## config.mk

```make
export PLATFORM = sky130hd
export DESIGN_NAME = prefix_swapper
export DESIGN_NICKNAME = d
export VERILOG_FILES = /design/src/rtl/pfx_pkg.sv /design/src/rtl/pfx_prefix_reg.sv /design/src/rtl/pfx_swap_core.sv /design/src/rtl/pfx_out_stage.sv /design/src/rtl/prefix_swapper.sv
export SDC_FILE = /design/constraint.sdc
export NUM_CORES = 1
export LEC_CHECK = 0
export ABC_AREA = 1
export BUFFER_PORTS_ARGS = -buffer_cell sky130_fd_sc_hd__buf_2
export CAP_MARGIN = 10
export CELL_PAD_IN_SITES_DETAIL_PLACEMENT = 2
export CELL_PAD_IN_SITES_GLOBAL_PLACEMENT = 2
export CORE_MARGIN = 5
export CORE_UTILIZATION = 22
export DETAILED_ROUTE_END_ITERATION = 8
export PLACE_DENSITY = 0.86
export SETUP_SLACK_MARGIN = 0.02
export SYNTH_ARGS = -nofsm -noshare
export SYNTH_HDL_FRONTEND = slang
export SYNTH_SLANG_ARGS = --single-unit
```

## constraint.sdc

```tcl
create_clock -name clk -period 1.6 [get_ports clk]
set_clock_uncertainty 0.05 [all_clocks]
set_input_delay 0.16 -clock clk [delete_from_list [all_inputs] [get_ports clk]]
set_output_delay 0.16 -clock clk [all_outputs]
set_load 0.03 [all_outputs]
```

## src/rtl/pfx_pkg.sv

```systemverilog
package pfx_pkg;

    localparam int PFX_ADDR_W_DEF = 26;
    localparam int PFX_OFF_W      = 12;

    typedef enum logic [1:0] {
        SWAP_PASS      = 2'd0,
        SWAP_TO_PREFIX = 2'd1,
        SWAP_TO_ZERO   = 2'd2
    } swap_kind_e;

    // Decide the redirection from the two frame comparisons.
    // Both true only when the prefix is frame 0: identity.
    function automatic swap_kind_e pick_swap(input logic is_zero, input logic is_prefix);
        if (is_zero && is_prefix) return SWAP_PASS;
        else if (is_zero)         return SWAP_TO_PREFIX;
        else if (is_prefix)       return SWAP_TO_ZERO;
        else                      return SWAP_PASS;
    endfunction

endpackage

```

## src/rtl/pfx_prefix_reg.sv

```systemverilog
module pfx_prefix_reg #(
    parameter int ADDR_W = pfx_pkg::PFX_ADDR_W_DEF,
    parameter int OFF_W  = pfx_pkg::PFX_OFF_W,
    localparam int FRAME_W = ADDR_W - OFF_W
) (
    input  logic              clk,
    input  logic              rst,
    input  logic              load,
    input  logic [ADDR_W-1:0] value,
    output logic [FRAME_W-1:0] frame
);

    always_ff @(posedge clk) begin
        if (rst)       frame <= '0;
        else if (load) frame <= value[ADDR_W-1:OFF_W];
    end


    reset_frame_chk: assert property (@(posedge clk) rst |=> frame == '0);


    frame_keep_chk: assert property (@(posedge clk) disable iff (rst)
        !load |=> $stable(frame));

endmodule

```

## src/rtl/pfx_swap_core.sv

```systemverilog
module pfx_swap_core #(
    parameter int ADDR_W = pfx_pkg::PFX_ADDR_W_DEF,
    parameter int OFF_W  = pfx_pkg::PFX_OFF_W,
    localparam int FRAME_W = ADDR_W - OFF_W
) (
    input  logic [ADDR_W-1:0]  addr_in,
    input  logic [FRAME_W-1:0] pfx_frame,
    output logic [ADDR_W-1:0]  addr_out
);
    import pfx_pkg::*;

    logic [FRAME_W-1:0] in_frame;
    logic [FRAME_W-1:0] out_frame;
    swap_kind_e         kind;

    assign in_frame = addr_in[ADDR_W-1:OFF_W];

    always_comb begin
        kind = pick_swap(in_frame == '0, in_frame == pfx_frame);
        case (kind)
            SWAP_TO_PREFIX: out_frame = pfx_frame;
            SWAP_TO_ZERO:   out_frame = '0;
            default:        out_frame = in_frame;
        endcase
    end

    assign addr_out = {out_frame, addr_in[OFF_W-1:0]};

endmodule

```

## src/rtl/pfx_out_stage.sv

```systemverilog
module pfx_out_stage #(
    parameter int ADDR_W = pfx_pkg::PFX_ADDR_W_DEF
) (
    input  logic              clk,
    input  logic              rst,
    input  logic              in_valid,
    input  logic [ADDR_W-1:0] in_addr,
    output logic              out_valid,
    output logic [ADDR_W-1:0] out_addr
);

    always_ff @(posedge clk) begin
        if (rst) begin
            out_valid <= 1'b0;
            out_addr  <= '0;
        end else begin
            out_valid <= in_valid;
            if (in_valid) out_addr <= in_addr;
        end
    end


    valid_follow_chk: assert property (@(posedge clk) disable iff (rst)
        in_valid |=> out_valid);


    valid_idle_chk: assert property (@(posedge clk) disable iff (rst)
        !in_valid |=> !out_valid);


    addr_hold_chk: assert property (@(posedge clk) disable iff (rst)
        !in_valid |=> $stable(out_addr));

endmodule

```

## src/rtl/prefix_swapper.sv

```systemverilog
module prefix_swapper #(
    parameter int ADDR_W = pfx_pkg::PFX_ADDR_W_DEF,
    localparam int OFF_W   = pfx_pkg::PFX_OFF_W,
    localparam int FRAME_W = ADDR_W - OFF_W
) (
    input  logic              clk,
    input  logic              rst,
    input  logic              req_valid,
    input  logic [ADDR_W-1:0] req_addr,
    input  logic              pfx_load,
    input  logic [ADDR_W-1:0] pfx_value,
    output logic              abs_valid,
    output logic [ADDR_W-1:0] abs_addr
);

    logic [FRAME_W-1:0] pfx_frame;
    logic [ADDR_W-1:0]  swapped;
    logic [FRAME_W-1:0] req_frame;

    assign req_frame = req_addr[ADDR_W-1:OFF_W];

    pfx_prefix_reg #(.ADDR_W(ADDR_W), .OFF_W(OFF_W)) u_preg (
        .clk   (clk),
        .rst   (rst),
        .load  (pfx_load),
        .value (pfx_value),
        .frame (pfx_frame)
    );

    pfx_swap_core #(.ADDR_W(ADDR_W), .OFF_W(OFF_W)) u_core (
        .addr_in   (req_addr),
        .pfx_frame (pfx_frame),
        .addr_out  (swapped)
    );

    pfx_out_stage #(.ADDR_W(ADDR_W)) u_ostage (
        .clk       (clk),
        .rst       (rst),
        .in_valid  (req_valid),
        .in_addr   (swapped),
        .out_valid (abs_valid),
        .out_addr  (abs_addr)
    );


    zero_to_prefix_chk: assert property (@(posedge clk) disable iff (rst)
        (req_valid && req_frame == '0) |=>
            abs_addr[ADDR_W-1:OFF_W] == $past(pfx_frame));


    prefix_to_zero_chk: assert property (@(posedge clk) disable iff (rst)
        (req_valid && req_frame == pfx_frame) |=> abs_addr[ADDR_W-1:OFF_W] == '0);


    other_pass_chk: assert property (@(posedge clk) disable iff (rst)
        (req_valid && req_frame != '0 && req_frame != pfx_frame) |=>
            abs_addr == $past(req_addr));


    offset_keep_chk: assert property (@(posedge clk) disable iff (rst)
        req_valid |=> abs_addr[OFF_W-1:0] == $past(req_addr[OFF_W-1:0]));

endmodule

```

Word level (Yosys, flattened, before mapping)

Cells that the tools add are included.

Eq/ne operators: 3
Mux-type cells: 4
Reductions and logical operators: 2

Operator list:

| kind                 | count |
|---|---|
| $pmux W14 S2         | 1 |
| $eq A14 B14 Y1       | 1 |
| $logic_not A14 Y1    | 1 |
| $mux W2              | 3 |
| $eq A2 B1 Y1 const B | 1 |
| $eq A2 B2 Y1 const B | 1 |
| $logic_and A1 B1 Y1  | 1 |

Bits in registers: 41
Bits of input ports: 56
Output and inout port bits: 27
Logic and storage cells: 12

Logic depth before layout (Yosys ltp)

Depth after elaboration: 6
Mapped depth: 12
Depth with buffers taken out: 11

Modules after synthesis

From an unflattened synthesis, not the netlist that was laid out.

Cells, all modules: 387
Area, all modules: 2327.2 µm²

Modules (own cells, without submodules):

| module         | times used | cells each | area an instance (µm²) | sequential area each (µm²) |
|---|---|---|---|---|
| pfx_out_stage  | 1          | 168        | 1129.8                 | 540.5 |
| pfx_swap_core  | 1          | 130        | 609.3                  | 0.0 |
| pfx_prefix_reg | 1          | 89         | 588.1                  | 280.3 |

Worst setup path after synthesis

Ideal clock, no wire load.

Kind: register -> register
Start point: register u_preg.frame[8]
End point: register u_ostage.out_addr[22]
Library setup time: 0.066 ns
Data arrival time: 1.530 ns
Required time: 1.484 ns
Slack: -0.046 ns
Stages on the path, launching flop included: 13
Buffers on the path: 1
Clock period less this slack: 1.646 ns
Cell sequence: dfxtp_1 -> inv_1 -> nand2_1 -> nand2_1 -> nor2_1 -> nand2_1 -> nor2_1 -> nand2_1 -> ha_1 -> inv_2 -> buf_12 -> nand3_2 -> a21oi_2

Word-level cells in the longest chain between the ends: 6
Elaborated cells on any way between the ends: 8
Those cells by class: eq/ne (3); mux (4); reduce/logical (1)

Ends and longest elaborated chain:

| element                                             | line                 | source |
|---|---|---|
| start, declared                                     | pfx_prefix_reg.sv:10 | `output logic [FRAME_W-1:0] frame` |
| start signal, assigned                              | pfx_prefix_reg.sv:15 | `else if (load) frame <= value[ADDR_W-1:OFF_W];` |
| $eq A14 B14 Y1 (*)                                  | pfx_swap_core.sv:19  | `kind = pick_swap(in_frame == '0, in_frame == pfx_frame);` |
| $mux W2                                             | pfx_pkg.sv:17        | `else if (is_prefix) return SWAP_TO_ZERO;` |
| $mux W2                                             | pfx_pkg.sv:16        | `else if (is_zero) return SWAP_TO_PREFIX;` |
| $mux W2 (*)                                         | pfx_pkg.sv:15        | `if (is_zero && is_prefix) return SWAP_PASS;` |
| $eq A2 B2 Y1 / $eq A2 B1 Y1 (equally long branches) | pfx_swap_core.sv:20  | `case (kind)` |
| $pmux W14 S2 (*)                                    | pfx_swap_core.sv:20  |  |
| end signal, assigned                                | pfx_out_stage.sv:18  | `if (in_valid) out_addr <= in_addr;` |
| end, declared                                       | pfx_out_stage.sv:9   | `output logic [ADDR_W-1:0] out_addr` |

Mark *: on every way between the ends. The rest lies on a longest branch, timed or not.
A chain may end at the register's enable or synchronous reset.

Worst setup path after layout

Start point: register u_preg.frame[10]
End point: register u_ostage.out_addr[25]

Same word-level chain as after synthesis.

==> flow_metrics.py <==
metrics = {
    "critical_path": {
        "cp.required_ns": 1.74,
        "critPathLaunchType": "flop",
        "r2r_slack_ns": -0.13,
        "reg2reg_to": "u_ostage.out_addr[25]",
        "path_class": "flop to flop",
        "cp_max_fo": 6,
        "worstReg2RegStart": "u_preg.frame[10]",
        "reg2regPathDepth": 9,
        "arrival_ns": 1.86,
        "cp-end-kind": "flop",
    },
    "layout": {
        "syn2layout_area_growth_pct": 49.49,
        "drive_gt1_frac": 0.5068,
        "design_area_um2": 2937,
        "antenna_cells": 0,
        "multi_input_area_um2": 1045,
        "seqCellArea_um2": 838.3,
        "fillCellCount": 987,
        "fin_cells": 473,
        "nets": 421,
    },
    "pwr": {
        "power_frac_comb": 0.212,
        "p_int_uw": 1816,
        "seq_power_share": 0.444,
        "worst_ir_drop_vdd_mv": 0.3641,
        "p_sw_uw": 751.9,
        "p_clk_frac": 0.344,
        "p_leak_uw": 0.001342,
        "p_sw_frac": 0.2928,
        "powerDensity_nw_per_um2": 874.5,
    },
    "flow_run": {
        "cap_violations": 0,
    },
    "synth": {
        "synth_largest_area_cell": "dfxtp_1",
        "synth_ff_type": "dfxtp_1",
        "yosys_warnings": 0,
        "synth_area_um2": 1964,
        "seq_area_frac_synth": 0.4178,
        "syn_area_per_cell_um2": 7.441,
        "synth-async-reset-ratio": 0,
        "syn_nets": 321,
        "syn_inst": 264,
        "synth_edf_count": 0,
        "ys_types": 21,
        "yosys-top-cells-count": "dfxtp_1, nand2_1, nor2_1",
        "netlist.area_leader.share": 0.4178,
        "synth-seq-cells": 41,
        "ys_top_cells_by_area": "dfxtp_1, o21ai_0, nand2_1",
    },
    "place": {
        "port_buffers": 70,
        "pre_cts_ws_ns": -0.1884,
        "dpl_cell_area_um2": 2600,
        "gp_congestion": 0.7382,
        "dpl.cell_count": 457,
        "dp_hpwl_mm": 5.306,
    },
    "floorplanning": {
        "rows": 34,
        "core-area_um2": 8721,
        "die_x_um": 104.5,
        "die_y_um": 104.5,
        "dieArea_um2": 10920,
        "ios": 83,
        "initial_core_util": 0.2253,
    },
    "global_route": {
        "antenna_found_initial": 0,
        "grt_max_degree": 41,
        "grt_pass1_wl_mm": 12.10,
        "grt_usage": 0.1370,
        "grt-ovfl-total": 0,
        "grt_pass1_vias": 2434,
    },
    "status": {
        "status": "finished, violations left",
        "violations": "negative setup slack",
    },
    "timing": {
        "drv_slew": 0,
        "fin_hold_ws_ns": 0.04088,
        "slew_headroom": 0.6909,
        "finalHoldViolations": 0,
        "fin_crit_ns": 1.727,
        "max_freq_ghz": 0.5792,
        "rsz0062_at_grt": "yes",
        "min_period_over_period": 1.079,
        "setup_viol": 14,
        "fin_ws_ns": -0.1265,
        "worstMarginPinSlew_ns": 0.4630,
    },
    "hold_path": {
        "min-delay-start": "req_addr[11]",
        "min_path_cells": 3,
        "min_to": "u_ostage.out_addr[11]",
        "worstHoldPathType": "primary input to flop",
    },
    "detailed_routing": {
        "dr.pass1.iters": 3,
        "vias_per_cell": 4.548,
        "first_iter_violations": 37,
        "drc": 0,
        "antenna_left": 0,
        "drt-total-wl_mm": 7.632,
        "avgRoutedWirePerCell_um": 16.14,
        "vias": 2151,
    },
    "clock_network": {
        "numCtsBuffers": 5,
        "cts_tree": "built",
        "clkTransAtPathRegs_ns": 0.09,
        "cts_buffer_depth": 2,
        "clk_latency_ns": 0.30,
        "cts_sinks": 41,
        "root_buffer": "clkbuf_8",
        "h-tree-depth": 2,
    },
}
## power groups by stage
| stage | clock network [µW] | logic, µW | registers, µW |
|---|---|---|---|
| final | 884 | 545 | 1140 |
| after detailed placement | 0 | 495 | 1160 |
| after global routing | 967 | 601 | 1150 |
| after CTS | 926 | 519 | 1130 |
| after global placement | 0 | 473 | 1150 |
| after floorplan | 0 | 184 | 1240 |
## logic make-up after synthesis
group           count (synthesis)  share of synthesized area
simple gates                   98                     0.2261
buf+inv                        42                     0.1159
compound gates                 80                     0.2248
flops                          41                     0.4178
fa+ha+maj                       1                   0.006368
xor+xnor                        2                   0.008919
## sequential cells by signal (all words and copies together), names as in the netlist
name	flops
u_ostage.out_addr	26
u_preg.frame	14
u_ostage.out_valid	1
## cells in the final DEF (no fill, tap or decap), types with 9 or more instances in the layout
cell,Yosys,layout
a21oi_1,29,16
a21oi_2,11,23
buf_2,5,70
buf_4,3,31
dfxtp_1,41,29
dfxtp_2,0,11
inv_1,25,17
inv_2,2,9
nand2_1,41,33
nand3_2,10,10
nor2_1,39,35
o21ai_0,37,37
## routing by layer
| layer | track usage | up-vias | part of all wire |
|---|---|---|---|
| li1 | - | 1057 | - |
| met1 | 0.1448 | 1038 | 0.40 |
| met2 | 0.2697 | 47 | 0.54 |
| met3 | 0.02855 | 9 | 0.037 |
| met4 | 0.03515 | 0 | 0.017 |
| met5 | 0 | - | 0 |
## metrics by stage
step | TNS [ns] | util | power (µW)
after floorplan | 0 | - | 1428
after global placement | -0.7029 | 0.2981 | 1621
after detailed placement | -2.425 | 0.2981 | 1650
after CTS | -1.997 | 0.3220 | 2579
after global routing | -2.968 | 0.3367 | 2717
final | -1.579 | 0.3367 | 2568
## area by class of cell
| cell class | instances | share of cell area |
|---|---|---|
| sequential | 41 | 0.2855 |
| clock buffer | 7 | 0.02940 |
| inverter | 28 | 0.03835 |
| clock inverter | 1 | 0.01023 |
| multi-input combinational | 181 | 0.3558 |
| tap | 108 | 0.04602 |
| timing repair buffer | 107 | 0.2348 |
## timing repair
action / in CTS / in global routing
hold buffers: 1 / 0
pin swaps: 3 / 10
setup buffers: 2 / 4
resized for setup: 22 / 32
cloned: 0 / 1
setup endpoints to repair: 14 / 14
endpoints found under the hold margin: 1 / 0
## worst max-delay path: stages (launching register included)
cell and delay [ns]:
dfxtp_1 0.35, xnor2_2 0.20, nand2_2 0.13, nor2_4 0.15, nand2_2 0.08, ha_4 0.33, inv_4 0.06, buf_12 0.13
nand3_1 0.07, a21oi_1 0.07
## worst max path at each step
stage	from	depth (start not counted)	slack [ns]	to
2_1_floorplan	u_preg.frame[8]	12	0.04	u_ostage.out_addr[15]
3_3_place_gp	u_preg.frame[4]	12	-0.06	u_ostage.out_addr[14]
3_5_place_dp	u_preg.frame[5]	11	-0.19	u_ostage.out_addr[17]
4_1_cts	u_preg.frame[4]	12	-0.16	u_ostage.out_addr[18]
5_1_grt	u_preg.frame[2]	12	-0.23	u_ostage.out_addr[13]
6_report	u_preg.frame[10]	9	-0.13	u_ostage.out_addr[25]
Power figures use the tool's default switching activity.
